### src/rtl/irq_hold_pkg.sv
`timescale 1ns/1ps
package irq_hold_pkg;

    // Operation chosen for the count register in one cycle
    typedef enum logic [2:0] {
        HOP_IDLE   = 3'd0,
        HOP_LOAD   = 3'd1,
        HOP_WRITE  = 3'd2,
        HOP_CANCEL = 3'd3,
        HOP_TICK   = 3'd4
    } hold_op_e;

    // True when a priority level lies inside the masked band
    function automatic logic level_in_band(input int lvl, input int lo, input int hi);
        return (lvl >= lo) && (lvl <= hi);
    endfunction

endpackage

### src/rtl/irq_hold_arb.sv
`timescale 1ns/1ps
module irq_hold_arb
    import irq_hold_pkg::*;
#(
    parameter int CNT_W = 14
) (
    input  logic             ld_stb,
    input  logic [CNT_W-1:0] ld_val,
    input  logic             wr_stb,
    input  logic [CNT_W-1:0] wr_val,
    input  logic             cyc_en,
    input  logic             active,
    output hold_op_e         op,
    output logic [CNT_W-1:0] op_val
);

    // Priority: instruction load, then software write, then decrement
    always_comb begin
        op     = HOP_IDLE;
        op_val = '0;
        if (ld_stb) begin
            op     = HOP_LOAD;
            op_val = ld_val;
        end else if (wr_stb && active) begin
            if (wr_val == '0) begin
                op = HOP_CANCEL;
            end else begin
                op     = HOP_WRITE;
                op_val = wr_val;
            end
        end else if (cyc_en && active) begin
            op = HOP_TICK;
        end
    end

endmodule

### src/rtl/irq_hold_count.sv
`timescale 1ns/1ps
module irq_hold_count
    import irq_hold_pkg::*;
#(
    parameter int CNT_W = 14
) (
    input  logic             clk,
    input  logic             rst,
    input  hold_op_e         op,
    input  logic [CNT_W-1:0] op_val,
    output logic [CNT_W-1:0] cnt,
    output logic             active
);

    always_ff @(posedge clk) begin
        if (rst) begin
            cnt    <= '0;
            active <= 1'b0;
        end else begin
            unique case (op)
                HOP_LOAD: begin
                    cnt    <= op_val;
                    active <= 1'b1;
                end
                HOP_WRITE: begin
                    cnt <= op_val;
                end
                HOP_CANCEL: begin
                    cnt    <= '0;
                    active <= 1'b0;
                end
                HOP_TICK: begin
                    if (cnt == '0) begin
                        active <= 1'b0;
                    end else begin
                        cnt <= cnt - 1'b1;
                    end
                end
                default: begin
                    cnt    <= cnt;
                    active <= active;
                end
            endcase
        end
    end

endmodule

### src/rtl/irq_hold_mask.sv
`timescale 1ns/1ps
module irq_hold_mask
    import irq_hold_pkg::*;
#(
    parameter int LVL_W   = 3,
    parameter int MASK_LO = 1,
    parameter int MASK_HI = 6,
    localparam int NLVL   = 1 << LVL_W
) (
    input  logic            active,
    output logic [NLVL-1:0] lvl_mask
);

    for (genvar k = 0; k < NLVL; k++) begin : g_lvl
        if (level_in_band(k, MASK_LO, MASK_HI)) begin : g_band
            assign lvl_mask[k] = active;
        end else begin : g_open
            assign lvl_mask[k] = 1'b0;
        end
    end

endmodule

### src/rtl/irq_hold_timer.sv
`timescale 1ns/1ps
module irq_hold_timer
    import irq_hold_pkg::*;
#(
    parameter int CNT_W   = 14,
    parameter int LVL_W   = 3,
    parameter int MASK_LO = 1,
    parameter int MASK_HI = 6,
    localparam int NLVL   = 1 << LVL_W
) (
    input  logic             clk,
    input  logic             rst,
    input  logic             ld_stb,
    input  logic [CNT_W-1:0] ld_val,
    input  logic             wr_stb,
    input  logic [CNT_W-1:0] wr_val,
    input  logic             cyc_en,
    output logic [CNT_W-1:0] cnt_out,
    output logic             hold_active,
    output logic [NLVL-1:0]  lvl_mask
);

    hold_op_e         op;
    logic [CNT_W-1:0] op_val;
    logic [CNT_W-1:0] cnt_q;
    logic             act_q;

    irq_hold_arb #(.CNT_W(CNT_W)) u_arb (
        .ld_stb (ld_stb),
        .ld_val (ld_val),
        .wr_stb (wr_stb),
        .wr_val (wr_val),
        .cyc_en (cyc_en),
        .active (act_q),
        .op     (op),
        .op_val (op_val)
    );

    irq_hold_count #(.CNT_W(CNT_W)) u_count (
        .clk    (clk),
        .rst    (rst),
        .op     (op),
        .op_val (op_val),
        .cnt    (cnt_q),
        .active (act_q)
    );

    irq_hold_mask #(
        .LVL_W   (LVL_W),
        .MASK_LO (MASK_LO),
        .MASK_HI (MASK_HI)
    ) u_mask (
        .active   (act_q),
        .lvl_mask (lvl_mask)
    );

    assign cnt_out     = cnt_q;
    assign hold_active = act_q;

endmodule

### config.mk
export PLATFORM = sky130hd
export DESIGN_NAME = irq_hold_timer
export DESIGN_NICKNAME = d
export VERILOG_FILES = /design/src/rtl/irq_hold_pkg.sv /design/src/rtl/irq_hold_arb.sv /design/src/rtl/irq_hold_count.sv /design/src/rtl/irq_hold_mask.sv /design/src/rtl/irq_hold_timer.sv
export SDC_FILE = /design/constraint.sdc
export NUM_CORES = 1
export LEC_CHECK = 0
export BUFFER_PORTS_ARGS = -buffer_cell sky130_fd_sc_hd__buf_4
export CORE_MARGIN = 10
export CORE_UTILIZATION = 53
export CTS_BUF_LIST = sky130_fd_sc_hd__clkbuf_8
export CTS_CLUSTER_DIAMETER = 120
export DETAILED_ROUTE_END_ITERATION = 8
export GPL_TIMING_DRIVEN = 0
export PLACE_DENSITY = 0.88
export RECOVER_POWER = 50
export SETUP_SLACK_MARGIN = 0.2
export SLEW_MARGIN = 20
export SYNTH_ARGS = -nofsm -noshare
export SYNTH_HDL_FRONTEND = slang
export SYNTH_HIERARCHICAL = 1
export SYNTH_SLANG_ARGS = --single-unit
export TNS_END_PERCENT = 1
### constraint.sdc
create_clock -name clk -period 4.75 [get_ports clk]
set_input_delay 0 -clock clk [delete_from_list [all_inputs] [get_ports clk]]
set_output_delay 0 -clock clk [all_outputs]
set_load 0.01 [all_outputs]
==> results by group, run 1 <==
Status
  – Outcome: finished, final reports clean

STA
  – Least-Margin Pin Slew: 708 ps
  – RSZ-0062 raised after global routing: no
  – Fin crit period: 2830 ps
  – Worst rel slew slack: 52.6%
  – Hold Vio Cnt, Final: 0
  – Clock skew: 0.731 ps
  – Worst hold slack: roughly 180 ps
  – Fin. max-slew vios: 0
  – # setup viols final: 0
  – Setup_tns: 0 ps
  – Tcrit/Tclk final: 59.6%
  – Max Clk Rate: 353 MHz

Synth
  – Synth warnings: 6
  – Syn Area/Cell: roughly 8.2 um2
  – Synth area leaders: dfxtp_1 24%, a22o_1 12%, nor2_1 5.6%
  – Fraction of registers with async set/reset: 0%
  – Top-area cell type share of the netlist area: 23.7%
  – Number of synthesized flops with an enable pin: 0
  – Seq/Total Area, Yosys: 23.7%
  – Synth unique cells: 43
  – Largest area contributor in the netlist: dfxtp_1
  – Synth Instances: 155
  – Post-synthesis register bit count: 15
  – Synthesized cell area: 1270 um2
  – Most used DFF post-synth: dfxtp_1

Layout
  – Leading cell type in the layout, fill and taps excluded: buf_4
  – # fillers: approximately 190
  – Util after Layout: roughly three quarters
  – Share of layout cells above drive strength 1: 31.9%
  – Most frequent cells in the layout: 43 x buf_4, 19 x nor2_1, 18 x clkbuf_1
  – Post-Layout Inst Area: 1700 um2
  – Post-layout nets: 248
  – Antenna diodes: 0
  – Synth-to-Final Area Change: 33.8%

Worst setup path
  – Critical path capture point type: flop
  – Worst Setup Path Type: flop to flop
  – Critical path startpoint category: flop
  – Critical path arrival: 2950 ps
  – Max FO, Critical Path: 11
  – Reg2Reg Setup Slack: 1920 ps
  – Data required, critical path: 4860 ps

Drt
  – WL final: 4.26 mm
  – Vias per Instance: 6.21
  – Initial drt markers: 193
  – Drt wl/cell: roughly 18 um
  – Via total after detailed routing: ~1500
  – Drt drc: 0
  – Post-route ant nets: 0
  – First-pass DRT Iterations: 6

CTS
  – CTS Hold Bufs: 1
  – Clock slew at reported path FFs: 60 ps
  – Max clock buf depth: 2
  – H-tree depth: 1
  – Clock Sinks: 15
  – Clock latency on the worst-skew pair: around 240 ps
  – Cts bufs inserted: 3
  – CTS tree: done
  – # resized after CTS: 0
  – Setup Fix Bufs, Post-CTS: 0
  – Clk root buf: clkbuf_8

Pwr
  – Leakage power: roughly 0.72 nW
  – Peak supply drop: 135 uV
  – Pwr dens: about 240 nW/um2
  – Total power draw: 0.000404 W

Die
  – Die ar.: between 4000 and 5000 um2
  – Core ar.: 2250 um2
  – Chip height: approximately 70 um
  – # IOs: 56
  – Initial core utilization: 56.2%
  – Cell Rows: 17
  – Die W: between 60 and 70 um

Global routing
  – First-pass GRT wire length: ~6.7 mm
  – Vias in the first global route: 1488
  – Initial antenna violation count: 0
  – Grt ovf: 0
  – Largest net degree at the start of global routing: 17
  – GRT Total Usage: roughly 18%

Placed design
  – GPL Wtd Cong: between 0.9 and 1
  – PortBufs: 52
  – Post-DP HPWL: about 3.3 mm
  – Post-DP Area: 1700 um2

Flow run
  – Maxcap violations: 0

Hold path
  – Min-Delay Path Class: input pin to flop
where the power goes:
group          total (W)  leakage (nW)  switching, W  internal [W]
Clock           0.000101        0.0269     0.0000436     0.0000571
Sequential      0.000149         0.124     0.0000132      0.000135
Combinational   0.000155         0.572     0.0000788     0.0000760
Total           0.000404         0.723      0.000136      0.000268
Yosys cell counts (2+ instances only):
master     n
a221oi_1   5
dfxtp_1   15
nor2_1    19
xor2_1     3
inv_1      5
nor2b_1    2
nor4_1     5
a211oi_1   6
buf_2      3
buf_6      3
a22o_1    17
o21ai_0    2
buf_4      9
clkbuf_1   3
a21oi_1   11
or4_1      2
o21ai_1    5
nor3_2     4
nand2_1    6
nor4bb_1   2
xnor2_1    2
nor3_1     4
a22oi_1    2
worst paths after layout:
check                                startpoint         endpoint  depth (start not counted)
worst max register to register   u_count/active   u_count/cnt[8]                          6
worst min register to register  u_count/cnt[13]  u_count/cnt[13]                          2
worst min-delay path                  ld_val[3]   u_count/cnt[3]                          4
worst max-delay path             u_count/active   u_count/cnt[8]                          6
cells by family (layout without fill, tap and decap cells):
family	Yosys count	after routing	share of synthesized area [%]
AO/OA/AOI/OAI	56	56	32.6
XOR/XNOR	5	5	3.46
adder cells (fa/ha/maj)	1	1	0.987
buffers and inverters	23	80	11.5
flip-flops	15	15	23.7
other	1	2	0.296
AND/OR/NAND/NOR	54	54	27.4
per-stage QoR:
stage	instances	setup WS (ps)
CTS	241	1990
detailed placement	236	2010
global route	241	1720
global placement	236	2010
finish	241	1920
floorplan	156	2470
area by class of cell:
class	instances	area, um2	share of cell area (%)
Multi-Input combinational cell	118	825	48.6
Tap cell	28	35.0	2.07
Sequential cell	15	300	17.7
Inverter	5	18.8	1.11
Buffer	18	128	7.53
Clock buffer	3	41.3	2.44
Clock inverter	1	3.75	0.221
Timing Repair Buffer	53	344	20.3
critical path, stage by stage (launching register included):
cell and delay, ps:
dfxtp_1 490, nor4bb_1 580, nor3b_2 710, a21oi_1 220, buf_2 260, a221oi_1 380
nor3_2 60
per-layer routing:
| layer | GRT usage, % | vias up | part of all wire [%] |
|---|---|---|---|
| li1 | - | 702 | - |
| met1 | 21.7 | 686 | 39 |
| met2 | 30.5 | 98 | 46 |
| met3 | 3.70 | 11 | 13 |
| met4 | 6.16 | 0 | 1.5 |
| met5 | 0 | - | 0 |
sequential cells by signal, indices dropped and copies added, names as in the netlist:
register / count
u_count/active: 1
u_count/cnt: 14
No activity file was read; power rests on OpenSTA's default activity.
==> run 2: changes to the inputs <==
--- a/config.mk
+++ b/config.mk
@@ -7,12 +7,12 @@
 export LEC_CHECK = 0
 export BUFFER_PORTS_ARGS = -buffer_cell sky130_fd_sc_hd__buf_4
 export CORE_MARGIN = 10
-export CORE_UTILIZATION = 53
+export CORE_UTILIZATION = 44
 export CTS_BUF_LIST = sky130_fd_sc_hd__clkbuf_8
 export CTS_CLUSTER_DIAMETER = 120
 export DETAILED_ROUTE_END_ITERATION = 8
 export GPL_TIMING_DRIVEN = 0
-export PLACE_DENSITY = 0.88
+export PLACE_DENSITY = 0.78
 export RECOVER_POWER = 50
 export SETUP_SLACK_MARGIN = 0.2
 export SLEW_MARGIN = 20
==> constraint.sdc (replaced) <==
create_clock -name clk -period 2.5 [get_ports clk]
set_input_delay 0 -clock clk [delete_from_list [all_inputs] [get_ports clk]]
set_output_delay 0 -clock clk [all_outputs]
set_load 0.01 [all_outputs]
==> results by group, run 2 (synthesis gave the netlist of run 1 again) <==
Worst setup path
  – Reg2Reg Setup Slack: 290 ps (-1630 ps)
  – Worst reg2reg path startpoint: u_count/active
  – Data required, critical path: 2640 ps (-2220 ps)
  – R2R depth: 7 (+1)
  – Critical path arrival: 2350 ps (-600 ps)
  – Crit path from: u_count/active
  – Capturing point of the worst reg2reg path: u_count/cnt[4]
  – Critical path capture point type: flop
  – CP endpoint: u_count/cnt[4]
  – Critical path startpoint category: flop
  – Max FO, Critical Path: 11 (unchanged)
  – Worst Setup Path Type: flop to flop

CTS
  – Max clock buf depth: 2 (unchanged)
  – H-tree depth: 1 (unchanged)
  – Cts bufs inserted: 3 (unchanged)
  – Clock latency on the worst-skew pair: 250 ps (about the same)
  – Clock Sinks: 15 (unchanged)
  – Clk root buf: clkbuf_8
  – CTS tree: done
  – Clock slew at reported path FFs: 60 ps (about the same)

Global routing
  – Vias in the first global route: 1508 (+1.3%)
  – Grt ovf: 0 (unchanged)
  – GRT Total Usage: 17.0% (-0.92 points)
  – Largest net degree at the start of global routing: 17 (unchanged)
  – Initial antenna violation count: 0 (unchanged)
  – First-pass GRT wire length: 7.51 mm (+11%)

Hold path
  – Min-Delay Path Class: input pin to flop
  – Hold Path Cell Cnt: 4 (unchanged)

STA
  – Fin crit period: 2210 ps (-622 ps)
  – Worst rel slew slack: 61.6% (+9.0 points)
  – Setup_tns: 0 ps (unchanged)
  – Fin. max-slew vios: 0 (unchanged)
  – Tcrit/Tclk final: 88.5% (+29 points)
  – Hold Vio Cnt, Final: 0 (unchanged)
  – Least-Margin Pin Slew: 576 ps (-132 ps)
  – RSZ-0062 raised after global routing: yes
  – # setup viols final: 0 (unchanged)
  – Worst hold slack: 156 ps (-24.1 ps)
  – Clock skew: 3.57 ps (+2.84 ps)
  – Max Clk Rate: 452 MHz (+28%)

Drt
  – Via total after detailed routing: 1465 (-2.1%)
  – Drt wl/cell: 18.3 um (+3.5%)
  – WL final: 4.55 mm (+6.9%)
  – Initial drt markers: 154 (-20%)
  – Post-route ant nets: 0 (unchanged)
  – First-pass DRT Iterations: 4 (-2)
  – Vias per Instance: 5.88 (-5.3%)
  – Drt drc: 0 (unchanged)

Layout
  – Post-layout nets: 253 (+2.0%)
  – Max reg flops: 14 (unchanged)
  – Most frequent cells in the layout: 50 x buf_4, 19 x nor2_1, 17 x a22o_1
  – Synth-to-Final Area Change: 41.4%
  – Most flop-heavy register: u_count/cnt
  – Share of layout cells above drive strength 1: 37.6% (+5.7 points)
  – Biggest regs: u_count/cnt: 14 flops, u_count/active: 1 flops
  – Post-Layout Inst Area: 1790 um2 (+5.7%)
  – Antenna diodes: 0 (unchanged)
  – Final instance count without filler cells: 249 (+3.3%)
  – # fillers: 243 (+31%)
  – Leading cell type in the layout, fill and taps excluded: buf_4

Pwr
  – Leakage power: 0.767 nW (+6.1%)
  – Peak supply drop: 523 uV (+290%)
  – Pwr dens: 445 nW/um2 (+87%)

Placed design
  – PortBufs: 52 (unchanged)
  – GPL Wtd Cong: 0.855 (-7.3%)
  – Post-DP Area: 1700 um2 (+0.22%)
  – Post-DP HPWL: 3.44 mm (+4.2%)
  – Placed cell count: 239 (+1.3%)

Die
  – Initial core utilization: 46.0% (-10 points)
  – Die ar.: 5430 um2 (+14%)
  – Core ar.: 2760 um2 (+22%)
  – # IOs: 56 (unchanged)
  – Cell Rows: 19 (+2)
  – Chip height: 73.7 um (+6.9%)
  – Die W: 73.7 um (+6.9%)

Status
  – Outcome: finished, final reports clean

Flow run
  – Maxcap violations: 0 (unchanged)
run 2: changes by cell type in the layout (fill, tap and decap cells not counted), sizes merged:
cell	change
buf	+6
clkbuf	-1
run 2: area by class of cell:
cell class              instances  area, um2  area share, %
repair buffers                 58        385           21.5
well taps                      31       38.8           2.16
clock buffers                   3       41.3           2.30
multi-input cells             118        871           48.6
inverters                       5       18.8           1.05
flip-flops and latches         15        302           16.8
plain buffers                  18        131           7.33
clock inverters                 1       3.75          0.209
run 2: per-stage QoR:
step / utilization (%) / worst slack [ps] / power [W]
floorplan: - / 221 / 0.000469
global placement: 61.7 / -252 / 0.000586
detailed placement: 61.7 / -346 / 0.000591
CTS: 64.8 / 166 / 0.000798
global route: 65.0 / 191 / 0.000845
finish: 65.0 / 289 / 0.000797
run 2: power breakdown:
part           internal, W  switching (W)  leakage (nW)  total, W
logic             0.000156       0.000157         0.616  0.000312
clock network     0.000109      0.0000915        0.0269  0.000201
registers         0.000257      0.0000265         0.124  0.000284
run 2: worst min path at each step:
stage,from,end,slack [ps]
final,ld_val[4],u_count/cnt[4],160
after global routing,ld_val[3],u_count/cnt[3],200
after detailed placement,rst,u_count/cnt[3],250
after floorplan,rst,u_count/cnt[3],70
after CTS,ld_val[4],u_count/cnt[4],160
after global placement,rst,u_count/cnt[3],250
run 2: per-layer routing:
metal | vias up | part of all wire [%] | routed length (um) | global-route usage [%]
li1 | 709 | - | - | -
met1 | 678 | 40 | 1840 | 20.7
met2 | 71 | 49 | 2210 | 27.9
met3 | 7 | 10 | 459 | 5.52
met4 | 0 | 0.92 | 42 | 3.93
met5 | - | 0 | 0 | 0
run 2: repair_timing:
| item | in CTS | in global routing |
|---|---|---|
| setup buffers | 1 | 4 |
| gates resized for setup | 4 | 9 |
| pin swaps | 0 | 1 |
| setup endpoints to repair | 15 | 14 |
| hold buffers | 1 | 0 |
| hold endpoints to repair | 5 | 0 |
run 2: critical path: stages, from the launching register on:
cell      delay (ps)
dfxtp_2          380
nor4bb_1         150
a41o_2           320
or3b_2           540
o21a_2           260
buf_6            150
a221oi_1         260
nor3_2            60
==> run 3: changes to the inputs <==
--- a/config.mk
+++ b/config.mk
@@ -7,12 +7,12 @@
 export LEC_CHECK = 0
 export BUFFER_PORTS_ARGS = -buffer_cell sky130_fd_sc_hd__buf_4
 export CORE_MARGIN = 10
-export CORE_UTILIZATION = 44
+export CORE_UTILIZATION = 53
 export CTS_BUF_LIST = sky130_fd_sc_hd__clkbuf_8
 export CTS_CLUSTER_DIAMETER = 120
 export DETAILED_ROUTE_END_ITERATION = 8
 export GPL_TIMING_DRIVEN = 0
-export PLACE_DENSITY = 0.78
+export PLACE_DENSITY = 0.88
 export RECOVER_POWER = 50
 export SETUP_SLACK_MARGIN = 0.2
 export SLEW_MARGIN = 20
==> constraint.sdc (replaced) <==
create_clock -name clk -period 2.85 [get_ports clk]
set_input_delay 0 -clock clk [delete_from_list [all_inputs] [get_ports clk]]
set_output_delay 0 -clock clk [all_outputs]
set_load 0.01 [all_outputs]
==> results by group, run 3 (synthesis gave the netlist of run 1 again) <==
Layout
  – Antenna diodes: 0 (unchanged)
  – Biggest regs: u_count/cnt: 14 flops, u_count/active: 1 flops
  – Synth-to-Final Area Change: 34.7%
  – Post-layout nets: 248 (-2.0%)
  – Leading cell type in the layout, fill and taps excluded: buf_4
  – Most frequent cells in the layout: 43 x buf_4, 19 x nor2_1, 18 x clkbuf_1
  – Share of layout cells above drive strength 1: 32.4% (-5.2 points)
  – Most flop-heavy register: u_count/cnt
  – Util after Layout: 75.7% (+11 points)
  – Max reg flops: 14 (unchanged)

STA
  – RSZ-0062 raised after global routing: no
  – Fin. max-slew vios: 0 (unchanged)
  – Setup_tns: 0 ps (unchanged)
  – Final worst slack: 374 ps (+85.1 ps)
  – Fin crit period: 2480 ps (+265 ps)
  – Worst rel slew slack: 64.8% (+3.2 points)
  – Least-Margin Pin Slew: 528 ps (-48.0 ps)
  – Hold Vio Cnt, Final: 0 (unchanged)
  – Worst hold slack: 184 ps (+27.8 ps)
  – Max Clk Rate: 404 MHz (-11%)
  – Tcrit/Tclk final: 86.9% (-1.6 points)
  – # setup viols final: 0 (unchanged)
  – Clock skew: 1.10 ps (-2.47 ps)

Die
  – Die ar.: 4750 um2 (-13%)
  – Initial core utilization: 56.2% (+10 points)
  – Core ar.: 2250 um2 (-18%)
  – Die W: 68.9 um (-6.5%)
  – # IOs: 56 (unchanged)
  – Chip height: 68.9 um (-6.5%)
  – Cell Rows: 17 (-2)

Pwr
  – Sw frac: 33.7% (-0.80 points)
  – Pwr dens: 396 nW/um2 (-11%)
  – Leakage power: 0.723 nW (-5.7%)
  – Combinational power share: 38.5% (-0.7 points)
  – Clock share of power: 24.7% (-0.5 points)
  – Total power draw: 0.000676 W (-15%)
  – Sequential power share: 36.7% (+1.1 points)
  – Peak supply drop: 225 uV (-57%)
  – Internal power: 0.000448 W (-14%)
  – Sw Pwr: 0.000228 W (-17%)

Status
  – Outcome: finished, final reports clean

Global routing
  – Vias in the first global route: 1494 (-0.93%)
  – Largest net degree at the start of global routing: 17 (unchanged)
  – First-pass GRT wire length: 6.87 mm (-8.6%)
  – GRT Total Usage: 18.3% (+1.3 points)
  – Initial antenna violation count: 0 (unchanged)
  – Grt ovf: 0 (unchanged)

CTS
  – CTS tree: done
  – Clock latency on the worst-skew pair: 240 ps (about the same)
  – Cts bufs inserted: 3 (unchanged)
  – Clock Sinks: 15 (unchanged)
  – Clock slew at reported path FFs: 60 ps (about the same)
  – H-tree depth: 1 (unchanged)
  – Max clock buf depth: 2 (unchanged)
  – Clk root buf: clkbuf_8

Drt
  – Drt drc: 0 (unchanged)
  – First-pass DRT Iterations: 4 (unchanged)
  – Drt wl/cell: 18.0 um (-1.2%)
  – WL final: 4.35 mm (-4.4%)
  – Via total after detailed routing: 1500 (+2.4%)
  – Initial drt markers: 149 (-3.2%)
  – Post-route ant nets: 0 (unchanged)
  – Vias per Instance: 6.22 (+5.8%)

Worst setup path
  – Critical path arrival: 2590 ps (+240 ps)
  – Critical path startpoint category: flop
  – Data required, critical path: 2960 ps (+320 ps)
  – R2R depth: 6 (-1)
  – Max FO, Critical Path: 11 (unchanged)
  – Critical path capture point type: flop
  – Worst Setup Path Type: flop to flop

Placed design
  – GPL Wtd Cong: 0.922 (+7.9%)
  – Pre-CTS WS: 109 ps (+455 ps)
  – PortBufs: 52 (unchanged)
  – Post-DP HPWL: 3.30 mm (-4.0%)

Hold path
  – Hold Path Cell Cnt: 4 (unchanged)
  – Min-Delay Path Class: input pin to flop

Flow run
  – Maxcap violations: 0 (unchanged)
==> run 3: cell type report <==
cell class	instances	area [um2]
Inverter	5	18.8
Buffer	18	128
Tap cell	28	35.0
Clock buffer	3	41.3
Timing Repair Buffer	53	344
Clock inverter	1	3.75
Multi-Input combinational cell	118	837
Fill cell	175	547
Sequential cell	15	300
==> run 3: worst paths after layout <==
check	from	to	slack (ps)
min reg2reg	u_count/cnt[13]	u_count/cnt[13]	510
min	ld_val[3]	u_count/cnt[3]	180
max	u_count/active	u_count/cnt[8]	370
max reg2reg	u_count/active	u_count/cnt[8]	370
==> run 3: timing repair <==
item | in CTS | in global routing
endpoints found under the hold margin | 4 | 0
resized for setup | 1 | 1
setup buffers | 0 | 0
hold buffers | 1 | 0
setup endpoints to repair | 8 | 13
==> run 3: power groups by stage <==
stage	clock, W	combinational [W]	sequential (W)
2_1_floorplan	0	0.000156	0.000256
3_3_place_gp	0	0.000258	0.000252
3_5_place_dp	0	0.000263	0.000253
4_1_cts	0.000169	0.000267	0.000248
5_1_grt	0.000181	0.000283	0.000252
6_report	0.000167	0.000260	0.000248
==> run 3: metrics by stage <==
| stage | instance area [um2] | instances |
|---|---|---|
| floorplan | 1270 | 156 |
| global placement | 1700 | 236 |
| CTS | 1760 | 241 |
| detailed placement | 1700 | 236 |
| global route | 1710 | 241 |
| finish | 1710 | 241 |
==> run 3: per-layer routing <==
| metal | routed length (um) | vias up | share of wire (%) | global-route usage [%] |
|---|---|---|---|---|
| li1 | - | 701 | - | - |
| met1 | 1660 | 689 | 38 | 22.3 |
| met2 | 2030 | 101 | 47 | 31.4 |
| met3 | 589 | 9 | 14 | 3.38 |
| met4 | 72 | 0 | 1.7 | 5.91 |
| met5 | 0 | - | 0 | 0 |
==> run 3: critical path, cell delays in order (launching register included) <==
cell	delay, ps
dfxtp_1	490
nor4bb_2	480
nor3b_4	520
a21oi_1	180
buf_2	240
a221oi_1	380
nor3_2	60
